File: config.mk
export PLATFORM = sky130hd
export DESIGN_NAME = sio_port
export DESIGN_NICKNAME = d
export VERILOG_FILES = /design/src/rtl/sio_pkg.sv /design/src/rtl/sio_sync.sv /design/src/rtl/sio_clkgen.sv /design/src/rtl/sio_shifter.sv /design/src/rtl/sio_port.sv
export SDC_FILE = /design/constraint.sdc
export NUM_CORES = 1
export LEC_CHECK = 0
export CORE_ASPECT_RATIO = 1.5
export CORE_MARGIN = 2
export CORE_UTILIZATION = 54
export CTS_BUF_LIST = sky130_fd_sc_hd__clkbuf_16
export DETAILED_ROUTE_END_ITERATION = 16
export PLACE_DENSITY = 0.79
export SLEW_MARGIN = 20
export SYNTH_ARGS = -nofsm -noshare
export SYNTH_HDL_FRONTEND = slang
export SYNTH_HIERARCHICAL = 1
export SYNTH_SLANG_ARGS = --single-unit
File: constraint.sdc
create_clock -name clk -period 2.8 [get_ports clk]
set_input_delay 0.28 -clock clk [delete_from_list [all_inputs] [get_ports clk]]
set_output_delay 0.28 -clock clk [all_outputs]
set_load 0.03 [all_outputs]
File: src/rtl/sio_pkg.sv
package sio_pkg;
  localparam int LONG_W  = 16;
  localparam int SHORT_W = 8;
  localparam int DIV_W   = 4;
  localparam int BCNT_W  = $clog2(LONG_W + 1);

  typedef struct packed {
    logic             master;
    logic             lsb_first;
    logic             wide;
    logic [DIV_W-1:0] div;
  } sio_mode_t;

  function automatic logic [LONG_W-1:0] rev_word(input logic [LONG_W-1:0] w);
    logic [LONG_W-1:0] r;
    for (int i = 0; i < LONG_W; i++) r[i] = w[LONG_W-1-i];
    return r;
  endfunction

  // Shift register image: the bit sent first sits in the top position
  function automatic logic [LONG_W-1:0] pack_tx(input logic [LONG_W-1:0] w,
                                                input sio_mode_t m);
    if (m.lsb_first) return rev_word(w);
    if (m.wide)      return w;
    return {w[SHORT_W-1:0], {(LONG_W-SHORT_W){1'b0}}};
  endfunction

  // Received image: first bit received is at position (length-1)
  function automatic logic [LONG_W-1:0] unpack_rx(input logic [LONG_W-1:0] r,
                                                  input sio_mode_t m);
    logic [LONG_W-1:0] rv;
    rv = rev_word(r);
    if (m.wide)      return m.lsb_first ? rv : r;
    if (m.lsb_first) return {{(LONG_W-SHORT_W){1'b0}}, rv[LONG_W-1 -: SHORT_W]};
    return {{(LONG_W-SHORT_W){1'b0}}, r[SHORT_W-1:0]};
  endfunction

  function automatic logic [BCNT_W-1:0] last_index(input sio_mode_t m);
    return m.wide ? BCNT_W'(LONG_W - 1) : BCNT_W'(SHORT_W - 1);
  endfunction
endpackage

File: src/rtl/sio_sync.sv
module sio_sync #(
  parameter int  STAGES    = 2,
  parameter logic RESET_VAL = 1'b0
) (
  input  logic clk,
  input  logic rst_n,
  input  logic d,
  output logic q
);
  logic [STAGES-1:0] chain;

  generate
    for (genvar g = 0; g < STAGES; g++) begin : g_stage
      always_ff @(posedge clk or negedge rst_n) begin
        if (!rst_n) chain[g] <= RESET_VAL;
        else if (g == 0) chain[g] <= d;
        else chain[g] <= chain[(g == 0) ? 0 : g-1];
      end
    end
  endgenerate

  assign q = chain[STAGES-1];
endmodule

File: src/rtl/sio_clkgen.sv
module sio_clkgen
  import sio_pkg::*;
(
  input  logic             clk,
  input  logic             rst_n,
  input  logic             run,
  input  logic [DIV_W-1:0] div,
  output logic             sck,
  output logic             rise_ev,
  output logic             fall_ev
);
  logic [DIV_W-1:0] cnt;
  logic             half_end;

  assign half_end = run && (cnt == div);
  assign fall_ev  = half_end && sck;
  assign rise_ev  = half_end && !sck;

  always_ff @(posedge clk or negedge rst_n) begin
    if (!rst_n) begin
      cnt <= '0;
      sck <= 1'b1;
    end else if (!run) begin
      cnt <= '0;
      sck <= 1'b1;
    end else if (half_end) begin
      cnt <= '0;
      sck <= ~sck;
    end else begin
      cnt <= cnt + 1'b1;
    end
  end

  AST_CNT_BOUND: assert property (@(posedge clk) disable iff (!rst_n)
    run |-> (cnt <= div));
  AST_EDGE_EXCLUSIVE: assert property (@(posedge clk) disable iff (!rst_n)
    !(rise_ev && fall_ev));
endmodule

File: src/rtl/sio_shifter.sv
module sio_shifter
  import sio_pkg::*;
(
  input  logic              clk,
  input  logic              rst_n,
  input  logic              start,
  input  logic [LONG_W-1:0] tx_word,
  input  sio_mode_t         mode,
  input  logic              rise_ev,
  input  logic              fall_ev,
  input  logic              sin_bit,
  output logic              sout,
  output logic              busy,
  output logic              done,
  output logic [LONG_W-1:0] rx_word
);
  logic [LONG_W-1:0] txsr;
  logic [LONG_W-1:0] rxsr;
  logic [LONG_W-1:0] rx_next;
  logic [BCNT_W-1:0] bit_cnt;
  logic              start_accept;
  logic              last_bit;

  assign start_accept = start && !busy;
  assign last_bit     = (bit_cnt == last_index(mode));
  assign rx_next      = {rxsr[LONG_W-2:0], sin_bit};
  assign sout         = txsr[LONG_W-1];

  always_ff @(posedge clk or negedge rst_n) begin
    if (!rst_n) begin
      txsr    <= '0;
      rxsr    <= '0;
      bit_cnt <= '0;
      busy    <= 1'b0;
      done    <= 1'b0;
      rx_word <= '0;
    end else begin
      done <= 1'b0;
      if (start_accept) begin
        txsr    <= pack_tx(tx_word, mode);
        rxsr    <= '0;
        bit_cnt <= '0;
        busy    <= 1'b1;
      end else if (busy) begin
        if (fall_ev && (bit_cnt != '0)) txsr <= {txsr[LONG_W-2:0], 1'b0};
        if (rise_ev) begin
          rxsr <= rx_next;
          if (last_bit) begin
            busy    <= 1'b0;
            done    <= 1'b1;
            rx_word <= unpack_rx(rx_next, mode);
          end else begin
            bit_cnt <= bit_cnt + 1'b1;
          end
        end
      end
    end
  end

  AST_DONE_PULSE: assert property (@(posedge clk) disable iff (!rst_n)
    done |=> !done);
  AST_DONE_IDLE: assert property (@(posedge clk) disable iff (!rst_n)
    done |-> !busy);
  AST_SOUT_HOLD: assert property (@(posedge clk) disable iff (!rst_n)
    (busy && !fall_ev) |=> $stable(sout));
  AST_START_BUSY: assert property (@(posedge clk) disable iff (!rst_n)
    (start && !busy) |=> busy);
endmodule

File: src/rtl/sio_port.sv
module sio_port
  import sio_pkg::*;
(
  input  logic              clk,
  input  logic              rst_n,
  input  logic              cfg_we,
  input  logic              cfg_master,
  input  logic              cfg_lsb_first,
  input  logic              cfg_wide,
  input  logic [DIV_W-1:0]  cfg_div,
  input  logic              start,
  input  logic [LONG_W-1:0] tx_word,
  input  logic              sck_in,
  input  logic              sin,
  output logic              sck_out,
  output logic              sout,
  output logic              busy,
  output logic              done,
  output logic [LONG_W-1:0] rx_word
);
  localparam int SYNC_STAGES = 2;

  sio_mode_t mode_q;
  logic      m_rise, m_fall;
  logic      s_sck, s_sck_d, s_sin;
  logic      s_rise, s_fall;
  logic      rise_ev, fall_ev, sin_bit;
  logic      mode_write;

  assign mode_write = cfg_we && !busy;

  always_ff @(posedge clk or negedge rst_n) begin
    if (!rst_n) begin
      mode_q <= '{master: 1'b1, lsb_first: 1'b0, wide: 1'b0, div: '0};
    end else if (mode_write) begin
      mode_q <= '{master: cfg_master, lsb_first: cfg_lsb_first,
                  wide: cfg_wide, div: cfg_div};
    end
  end

  sio_clkgen u_clkgen (
    .clk     (clk),
    .rst_n   (rst_n),
    .run     (busy && mode_q.master),
    .div     (mode_q.div),
    .sck     (sck_out),
    .rise_ev (m_rise),
    .fall_ev (m_fall)
  );

  sio_sync #(.STAGES(SYNC_STAGES), .RESET_VAL(1'b1)) u_sync_sck (
    .clk (clk), .rst_n (rst_n), .d (sck_in), .q (s_sck)
  );
  sio_sync #(.STAGES(SYNC_STAGES), .RESET_VAL(1'b0)) u_sync_sin (
    .clk (clk), .rst_n (rst_n), .d (sin), .q (s_sin)
  );

  always_ff @(posedge clk or negedge rst_n) begin
    if (!rst_n) s_sck_d <= 1'b1;
    else        s_sck_d <= s_sck;
  end

  assign s_rise  = s_sck && !s_sck_d;
  assign s_fall  = !s_sck && s_sck_d;
  assign rise_ev = mode_q.master ? m_rise : s_rise;
  assign fall_ev = mode_q.master ? m_fall : s_fall;
  assign sin_bit = mode_q.master ? sin    : s_sin;

  sio_shifter u_shifter (
    .clk     (clk),
    .rst_n   (rst_n),
    .start   (start),
    .tx_word (tx_word),
    .mode    (mode_q),
    .rise_ev (rise_ev),
    .fall_ev (fall_ev),
    .sin_bit (sin_bit),
    .sout    (sout),
    .busy    (busy),
    .done    (done),
    .rx_word (rx_word)
  );

  AST_MODE_FROZEN: assert property (@(posedge clk) disable iff (!rst_n)
    busy |=> $stable(mode_q));
  AST_SLAVE_SCK_HIGH: assert property (@(posedge clk) disable iff (!rst_n)
    !mode_q.master |-> sck_out);
  AST_IDLE_SCK_HIGH: assert property (@(posedge clk) disable iff (!rst_n)
    !busy |-> sck_out);
endmodule

==> Yosys cells after proc, flatten, opt, wreduce, memory -nomap -nowiden <==
Cells that the tools add are included.
{ "totals": {"reg_bits": 71, "output_inout_bits": 20, "mem_bits_rw": 0, "inputBits": 29, "latchBits": 0, "rom_bits": 0, "n_memories": 0} }
{ "op_classes": {"div_mod_pow": 0, "muxes": 49, "addsub": 2, "bitwise": 2, "n_reduce_logical": 21, "mul": 0, "n_eq_ne": 4, "n_lt_le_gt_ge": 0, "shift": 0} }
{ "ops": {"columns": ["cell", "count"], "rows": [
  ["$mux W16", 12],
  ["$mux W15", 3],
  ["$mux W1", 27],
  ["$mux W5", 4],
  ["$mux W4", 3],
  ["$logic_and A1 B1 Y1", 9],
  ["$reduce_bool A2 Y1", 3],
  ["$add A5 B1 Y5 const B", 1],
  ["$eq A5 B5 Y1", 1],
  ["$reduce_bool A5 Y1", 1],
  ["$add A4 B1 Y4 const B", 1],
  ["$eq A4 B4 Y1", 1],
  ["$logic_not A1 Y1", 4],
  ["$reduce_and A2 Y1", 2],
  ["$reduce_and A4 Y1", 1],
  ["$reduce_and A3 Y1", 1],
  ["$ne A2 B1 Y1 const B", 1],
  ["$ne A2 B2 Y1 const B", 1],
  ["$not A1 Y1", 2]
]} }

==> Depth between registers and ports, before layout <==
Gate-level depths: netlist of run 1.
{ "depth": {"ltp_word": 14, "ltp_mapped": 10, "mapped_depth_nobuf": 8} }

==> Modules after synthesis <==
The synthesis of run 1 kept the hierarchy.
{ "modules_own_cells": {"columns": ["module", "instances", "cells_each", "area_per_inst_um2"], "rows": [
  ["sio_shifter", 1, 267, 2695.1],
  ["sio_port", 1, 24, 370.4],
  ["sio_clkgen", 1, 23, 292.8],
  ["sio_sync (u_sync_sck)", 1, 2, 52.6],
  ["sio_sync (u_sync_sin)", 1, 2, 50.0]
]} }

==> Least setup slack after synthesis of run 1 <==
No wires, ideal clock.
{ "synth_timing": {"path_type": "reg-to-reg", "start": "register u_shifter.busy", "end": "register u_shifter.rxsr[0]", "required_ns": 2.734, "path_buffers": 2, "period_less_slack_ns": 2.202, "setup_time_ns": 0.066, "path_stages_with_launch": 9, "setup_slack_ns": 0.598, "t_arrival_ns": 2.135, "path_cell_list": "dfrtp_1 > and2_1 > nor3b_1 > a22o_1 > and2_1 > buf_2 > nor2_1 > clkbuf_1 > a22o_1"} }
{ "synth_via": {"elab_chain_cells": 6, "word_cells_on_any_way": 10, "cone_classes": "mux (2); reduce/logical (8)"} }
{ "synth_lines": {"columns": ["item", "line_no", "source"], "rows": [
  ["start: declaration", "sio_shifter.sv:13", "output logic busy,"],
  ["start signal: assignment", "sio_shifter.sv:34", "busy <= 1'b0;"],
  ["start signal: assignment", "sio_shifter.sv:43", "busy <= 1'b1;"],
  ["start signal: assignment", "sio_shifter.sv:49", "busy <= 1'b0;"],
  ["$logic_and A1 B1 Y1", "sio_port.sv:44", ".run (busy && mode_q.master),"],
  ["$logic_and A1 B1 Y1", "sio_clkgen.sv:15", "assign half_end = run && (cnt == div);"],
  ["$logic_and A1 B1 Y1", "sio_clkgen.sv:17", "assign rise_ev = half_end && !sck;"],
  ["named net m_rise", "sio_port.sv:24", "logic m_rise, m_fall;"],
  ["$mux W1", "sio_port.sv:65", "assign rise_ev = mode_q.master ? m_rise : s_rise;"],
  ["named net rise_ev", "sio_port.sv:27", "logic rise_ev, fall_ev, sin_bit;"],
  ["$reduce_bool A2 Y1 (no source line)", null, null],
  ["$reduce_and A2 Y1 (no source line)", null, null],
  ["end signal: assignment", "sio_shifter.sv:47", "rxsr <= rx_next;"],
  ["end: declaration", "sio_shifter.sv:18", "logic [LONG_W-1:0] rxsr;"]
]} }
The timed path passes the listed nets, and every way through them passes these cells.
A chain may end at the register's enable or synchronous reset.

==> Final worst setup path of run 1 <==
{ "layout_timing": {"start": "register u_clkgen.cnt[2]", "end": "register u_shifter.rxsr[14]"} }
{ "layout_via": {"elab_chain_cells": 6} }
{ "layout_lines": {"columns": ["item", "line_no", "source"], "rows": [
  ["start: declaration", "sio_clkgen.sv:12", "logic [DIV_W-1:0] cnt;"],
  ["start signal: assignment", "sio_clkgen.sv:30", "cnt <= cnt + 1'b1;"],
  ["$eq A4 B4 Y1", "sio_clkgen.sv:15", null],
  ["$logic_and A1 B1 Y1", "sio_clkgen.sv:15", null],
  ["$logic_and A1 B1 Y1", "sio_clkgen.sv:17", null],
  ["named net m_rise", "sio_port.sv:24", null],
  ["$mux W1", "sio_port.sv:65", null],
  ["named net rise_ev", "sio_port.sv:27", null],
  ["$reduce_bool A2 Y1 (no source line)", null, null],
  ["$reduce_and A2 Y1 (no source line)", null, null]
]} }
The timed path passes the listed nets, and every way through them passes these cells.

==> impl_metrics.csv, run 1 <==
group,metric,value,unit
outcome,status,"finished clean",
timing,tns,0,ns
floorplan,dieArea,7080,sq um
yosys,yosysUniqueCellTypes,39,
power_and_ir_drop,peakVddDrop,0.631,mV
power_and_ir_drop,p_per_area,989,nW/um^2
floorplan,io_pins,49,
timing,slew_headroom,55.2,%
clocking,clkTransAtPathRegs,0.05,ns
global_routing,grt.total_usage,22.5,%
yosys,yosysTopAreaCell,"dfrtp_1",
yosys,ys_ff_latch,71,
timing,grt_setup_unrepaired,"false",
layout,post-route-util,69.0,%
worst_setup_path,path_cells,"xnor2_1 -> nand4_2 -> nor3b_1 -> a22o_1 -> and2_1 -> buf_4 -> nor2_1 -> buf_4 -> a22o_1",
yosys,yosys.area.top_type_share,47.7,%
worst_setup_path,cpMaxStageDelayCell,"dfrtp_1",
floorplan,start_util,56.0,%
power_and_ir_drop,p_int,2.70,mW
floorplan,die_y,102,microns
route,drcViolationCount,0,
route,drtIter0Drc,179,
yosys,synth_top_flop_cell,"dfrtp_1",
clocking,clockBufferDepth,2,
place,port_buffers,48,
timing,tightest_slew,0.672,ns
place,routabilityCongestion,0.782,
layout,final_cell_mix,"dfrtp_1, nand2_1, clkdlybuf4s50_1",
timing,setup_viol,0,
timing,hold_viol,0,
power_and_ir_drop,power_switching,1.51,mW
global_routing,top_usage_layer,"met2",
place,dpl.cell_count,428,
global_routing,grt_overflow,0,
flow_run,maxCapViolCount,0,
yosys,ys_seq_area_share,51.5,%
yosys,yosys-top-cells-area,"dfrtp_1, nand2_1, mux2_2, mux2i_1, a22o_1",
layout,syn_to_final_growth,23.1,%
hold_path,hold_path_class,"reg2reg",
layout,instances_no_fill,444,
clocking,root_buffer,"clkbuf_16",
route,wl_per_cell,16.9,microns
timing,slew_viol_final,0,
clocking,clkSinkCount,71,
place,dpl.hpwl,5.07,mm
yosys,netlist_instances,318,
global_routing,grt_pass1_vias,2596,
yosys,synth_edf_count,0,
layout,fill_cells,442,
route,ant_nets,0,
floorplan,fp.dieW,69.4,microns
timing,fin_crit_sh,80.2,%
worst_setup_path,setup.worst_path.start_class,"register",
global_routing,antenna_found_initial,0,
worst_setup_path,cp_max_fo,17,
route,first_pass_iters,4,
timing,fin_ws,0.555,ns
place,dp_slack,0.566,ns
yosys,synthesis.nets,350,
yosys,async_flop_share,100,%
layout,n_antenna_cell,0,
global_routing,grt_max_degree,72,
power_and_ir_drop,netSwitchingFraction,35.8,%
global_routing,grt_pass1_wl,12.4,mm
layout,final_common_cell,"dfrtp_1",
clocking,h-tree-depth,3,
yosys,ys_warn_count,6,
clocking,clk_latency,0.33,ns
yosys,syn_area,3460,sq um
worst_setup_path,crit_type,"reg2reg",
clocking,cts_setup_buffers,0,
worst_setup_path,crit_buf_inv,2,
power_and_ir_drop,power_leakage,1.91,nW
global_routing,grt_use_met2,41.0,%
timing,finalCriticalPeriod,2.24,ns
floorplan,core,6170,sq um
timing,timing.hold.ws,0.349,ns
clocking,cts_inserted_buffers,9,
layout,seqCellArea,1780,sq um
layout,nets,398,
global_routing,met3_usage,2.56,%
timing,worst_clock_skew,0.00472,ns
power_and_ir_drop,power_frac_clock,22.9,%
worst_setup_path,worstPathArrival,2.45,ns
global_routing,met1_usage,26.1,%
worst_setup_path,cpPeakStageDelay,0.41,ns
yosys,avgSynthCellArea,10.9,sq um
power_and_ir_drop,combinationalPowerShare,36.5,%
layout,multi_input_area,1550,sq um
route,avgViaCountPerCell,5.86,
worst_setup_path,end_kind,"register",
clocking,tritoncts,"built",
floorplan,row_count,35,
worst_setup_path,critical-path-top-delay-family,"simple AND/OR/NAND/NOR gates",
route,routed_wl,7.51,mm
layout,drive_gt1_share,16.5,%
timing,max_freq,445,MHz
route,vias,2603,
power_and_ir_drop,p_seq_share,40.6,%
worst_setup_path,cp_data_required_time,3.01,ns
logic make-up (layout without fill, tap and decap cells):
kind of cell	after synthesis	after routing	synth area share (%)
and+or+nand+nor	90	90	12.2
adders and majority gates	3	3	1.08
buffers and inverters	25	77	3.65
DFF	71	71	51.5
AOI/OAI and AO/OA	79	79	15.1
muxes	43	43	14.2
xor gates and xnor gates	7	7	2.21
path summary, 6_finish.rpt:
check,slack (ns),start,endpoint,depth (start not counted)
max in group asynchronous,1.97,rst_n,s_sck_d,3
worst min register to register,0.35,u_sync_sin/chain[0],u_sync_sin/q,0
worst max-delay path,0.56,u_clkgen/cnt[2],u_shifter/rxsr[14],9
worst min-delay path,0.35,u_sync_sin/chain[0],u_sync_sin/q,0
min in group asynchronous,0.50,rst_n,u_shifter/done,3
worst max register to register,0.56,u_clkgen/cnt[2],u_shifter/rxsr[14],9
cell type report:
| cell class | instances | share of cell area, % |
|---|---|---|
| Multi-Input combinational cell | 222 | 36.4 |
| Timing Repair Buffer | 59 | 13.5 |
| Inverter | 3 | 0.264 |
| Clock buffer | 9 | 5.29 |
| Tap cell | 74 | 2.17 |
| Sequential cell | 71 | 41.9 |
| Clock inverter | 6 | 0.558 |
sequential cells by signal (all words and copies together), names as in the netlist, 4 cells and up:
signal,cells
u_shifter/rxsr,15
u_shifter/bit_cnt,5
u_shifter/rx_word,16
u_clkgen/cnt,4
u_shifter/txsr,16
mode_q,7
power by group through the flow:
stage | Combinational (mW) | Clock, mW | Sequential, mW
after global routing | 1.68 | 1.01 | 1.76
after detailed placement | 1.53 | 0 | 1.72
final | 1.54 | 0.965 | 1.71
after CTS | 1.55 | 0.978 | 1.71
after floorplan | 1.05 | 0 | 1.73
after global placement | 1.49 | 0 | 1.70
worst reg2reg max path, cell delays in order, from the launching register on:
cell	delay (ns)
dfrtp_1	0.41
xnor2_1	0.21
nand4_2	0.22
nor3b_1	0.23
a22o_1	0.19
and2_1	0.18
buf_4	0.23
nor2_1	0.09
buf_4	0.19
a22o_1	0.20
what timing repair did:
action                                  4_1_cts  5_1_grt
endpoints found under the hold margin        64        0
endpoints found under the setup margin        0        0
hold buffers                                  1        0
resized for setup                             0        0
routing by layer:
layer  vias to the layer above  part of all wire, %  routed length [microns]
met5                         -                    0                        0
met4                         0                  2.5                      186
met3                        13                  3.9                      294
met2                        77                   53                     4010
met1                      1277                   40                     3030
li1                       1236                    -                        -
Yosys cell counts (3+ instances only):
cell       n
and3_2     3
buf_2      5
mux2_2    17
xnor2_1    4
inv_1      3
o211ai_1   7
nor2_1     7
nand3_1   12
a21oi_2    3
dfstp_2    5
a21oi_1   14
a22o_1    16
a221oi_1   7
ha_1       3
clkbuf_1  11
buf_6      3
mux2_4     8
nor2b_1    3
dfrtp_1   66
nand2_1   52
mux2i_1   18
nand2b_1   3
o21ai_0   27
metrics by stage:
step	instance area (sq um)	power [mW]
6_report	4260	4.21
5_1_grt	4260	4.45
4_1_cts	4260	4.23
3_5_place_dp	4000	3.25
3_3_place_gp	4000	3.19
2_1_floorplan	3460	2.78
Note: power is estimated with default switching activity, not from simulation.
==> inputs of run 2 (changes only) <==
==> constraint.sdc (replaced) <==
create_clock -name clk -period 2.25 [get_ports clk]
set_input_delay 0.225 -clock clk [delete_from_list [all_inputs] [get_ports clk]]
set_output_delay 0.225 -clock clk [all_outputs]
set_load 0.03 [all_outputs]
==> impl_metrics.csv, run 2 (synthesis results as in run 1) <==
group,metric,value,unit
power_and_ir_drop,combinationalPowerShare,36.9,%
global_routing,grt_pass1_vias,2594,
floorplan,io_pins,49,
route,first_pass_iters,4,
clocking,clkSinkCount,71,
clocking,tritoncts,"built",
clocking,clockBufferDepth,2,
timing,tightest_slew,0.593,ns
global_routing,grt_max_degree,72,
route,routed_wl,7.45,mm
floorplan,fp.dieW,69.4,microns
layout,post-route-util,69.9,%
worst_setup_path,setup.worst_path.start_class,"register",
place,port_buffers,48,
power_and_ir_drop,power_leakage,1.93,nW
power_and_ir_drop,netSwitchingFraction,35.5,%
floorplan,row_count,35,
power_and_ir_drop,p_int,3.41,mW
route,avgViaCountPerCell,5.77,
power_and_ir_drop,p_seq_share,40.0,%
worst_setup_path,crit_type,"reg2reg",
route,wl_per_cell,16.5,microns
timing,fin_crit_sh,92.2,%
timing,grt_setup_unrepaired,"false",
power_and_ir_drop,power_switching,1.88,mW
worst_setup_path,worstPathArrival,2.29,ns
route,drcViolationCount,0,
timing,worst_clock_skew,0.00700,ns
floorplan,start_util,56.0,%
layout,reg_top3,"u_shifter/rx_word x16, u_shifter/txsr x16, u_shifter/rxsr x15",
hold_path,hold_path_class,"in2reg",
layout,final_common_cell,"dfrtp_1",
clocking,root_buffer,"clkbuf_16",
power_and_ir_drop,power_frac_clock,23.1,%
timing,slew_headroom,60.4,%
layout,drive_gt1_share,18.6,%
global_routing,grt.total_usage,22.6,%
layout,final_cell_mix,"dfrtp_1, nand2_1, clkdlybuf4s50_1",
timing,setup_viol,0,
global_routing,antenna_found_initial,0,
worst_setup_path,end_kind,"register",
route,drtIter0Drc,140,
clocking,clk_latency,0.33,ns
place,routabilityCongestion,0.768,
worst_setup_path,cp_data_required_time,2.46,ns
timing,hold_viol,0,
clocking,h-tree-depth,3,
layout,instances_no_fill,450,
power_and_ir_drop,p_per_area,1230,nW/um^2
timing,max_freq,482,MHz
floorplan,core,6170,sq um
layout,fill_cells,474,
timing,slew_viol_final,0,
floorplan,die_y,102,microns
route,ant_nets,0,
place,dpl.cell_count,433,
flow_run,maxCapViolCount,0,
layout,n_antenna_cell,0,
global_routing,grt_overflow,0,
worst_setup_path,cp_max_fo,17,
layout,nets,403,
clocking,cts_inserted_buffers,9,
global_routing,grt_pass1_wl,12.4,mm
layout,syn_to_final_growth,24.7,%
clocking,clkTransAtPathRegs,0.06,ns
floorplan,dieArea,7080,sq um
route,vias,2595,
power_and_ir_drop,peakVddDrop,0.870,mV
place,dpl.hpwl,5.05,mm
outcome,status,"finished clean",
power_and_ir_drop,finalPower,5.29,mW
timing,tns,0,ns
timing,finalCriticalPeriod,2.07,ns
## run 2: layer usage
metal	global-route usage, %	vias to the layer above	routed length (microns)
li1	-	1244	-
met1	27.3	1293	3000
met2	39.6	45	4050
met3	2.37	13	205
met4	12.8	0	187
met5	0	-	0
## run 2: per-stage QoR
stage	worst slack (ns)	hold WS (ns)	area, sq um
2_1_floorplan	0.0484	-0.0706	3460
3_3_place_gp	0.148	0.274	4040
3_5_place_dp	0.0892	0.282	4040
4_1_cts	0.0375	0.296	4310
5_1_grt	0.00363	0.313	4310
6_report	0.175	0.303	4310
## run 2: worst paths after layout
path | startpoint | endpoint | slack, ns | depth (start not counted)
worst min register to register | u_sync_sin/chain[0] | u_sync_sin/q | 0.35 | 0
min in group asynchronous | rst_n | u_clkgen/cnt[0] | 0.44 | 3
max in group asynchronous | rst_n | u_sync_sck/q | 1.46 | 3
worst max-delay path | u_clkgen/cnt[3] | u_shifter/bit_cnt[4] | 0.18 | 9
worst min-delay path | sck_in | u_sync_sck/chain[0] | 0.30 | 1
worst max register to register | u_clkgen/cnt[3] | u_shifter/bit_cnt[4] | 0.18 | 9
## run 2: power by group through the flow
stage / clock network, mW / registers, mW / logic [mW]
2_1_floorplan: 0 / 2.16 / 1.31
3_3_place_gp: 0 / 2.10 / 1.91
3_5_place_dp: 0 / 2.12 / 1.95
4_1_cts: 1.24 / 2.11 / 1.97
5_1_grt: 1.29 / 2.18 / 2.15
6_report: 1.22 / 2.11 / 1.95
## run 2: worst max-delay path, stage by stage (launching register included)
cell,delay [ns]
dfrtp_1,0.40
xnor2_1,0.22
nand4_2,0.14
nor3b_1,0.24
a22o_1,0.21
and2_1,0.20
buf_6,0.19
nand4_1,0.13
mux2i_1,0.17
nor2_1,0.06
## run 2: layout make-up
type                            instances  area (sq um)  area share [%]
Clock buffer                            9           225            5.22
Clock inverter                          7          33.8           0.783
Inverter                                3          11.3           0.261
Multi-Input combinational cell        222          1550            36.0
Sequential cell                        71          1780            41.3
Tap cell                               74          92.6            2.15
Timing Repair Buffer                   64           614            14.2
## run 2: repair_timing
item | CTS | global route
hold endpoints to repair | 66 | 0
setup endpoints to repair | 0 | 16
buffers inserted | 0 | 0
resized for setup | 0 | 2
hold buffers | 1 | 0
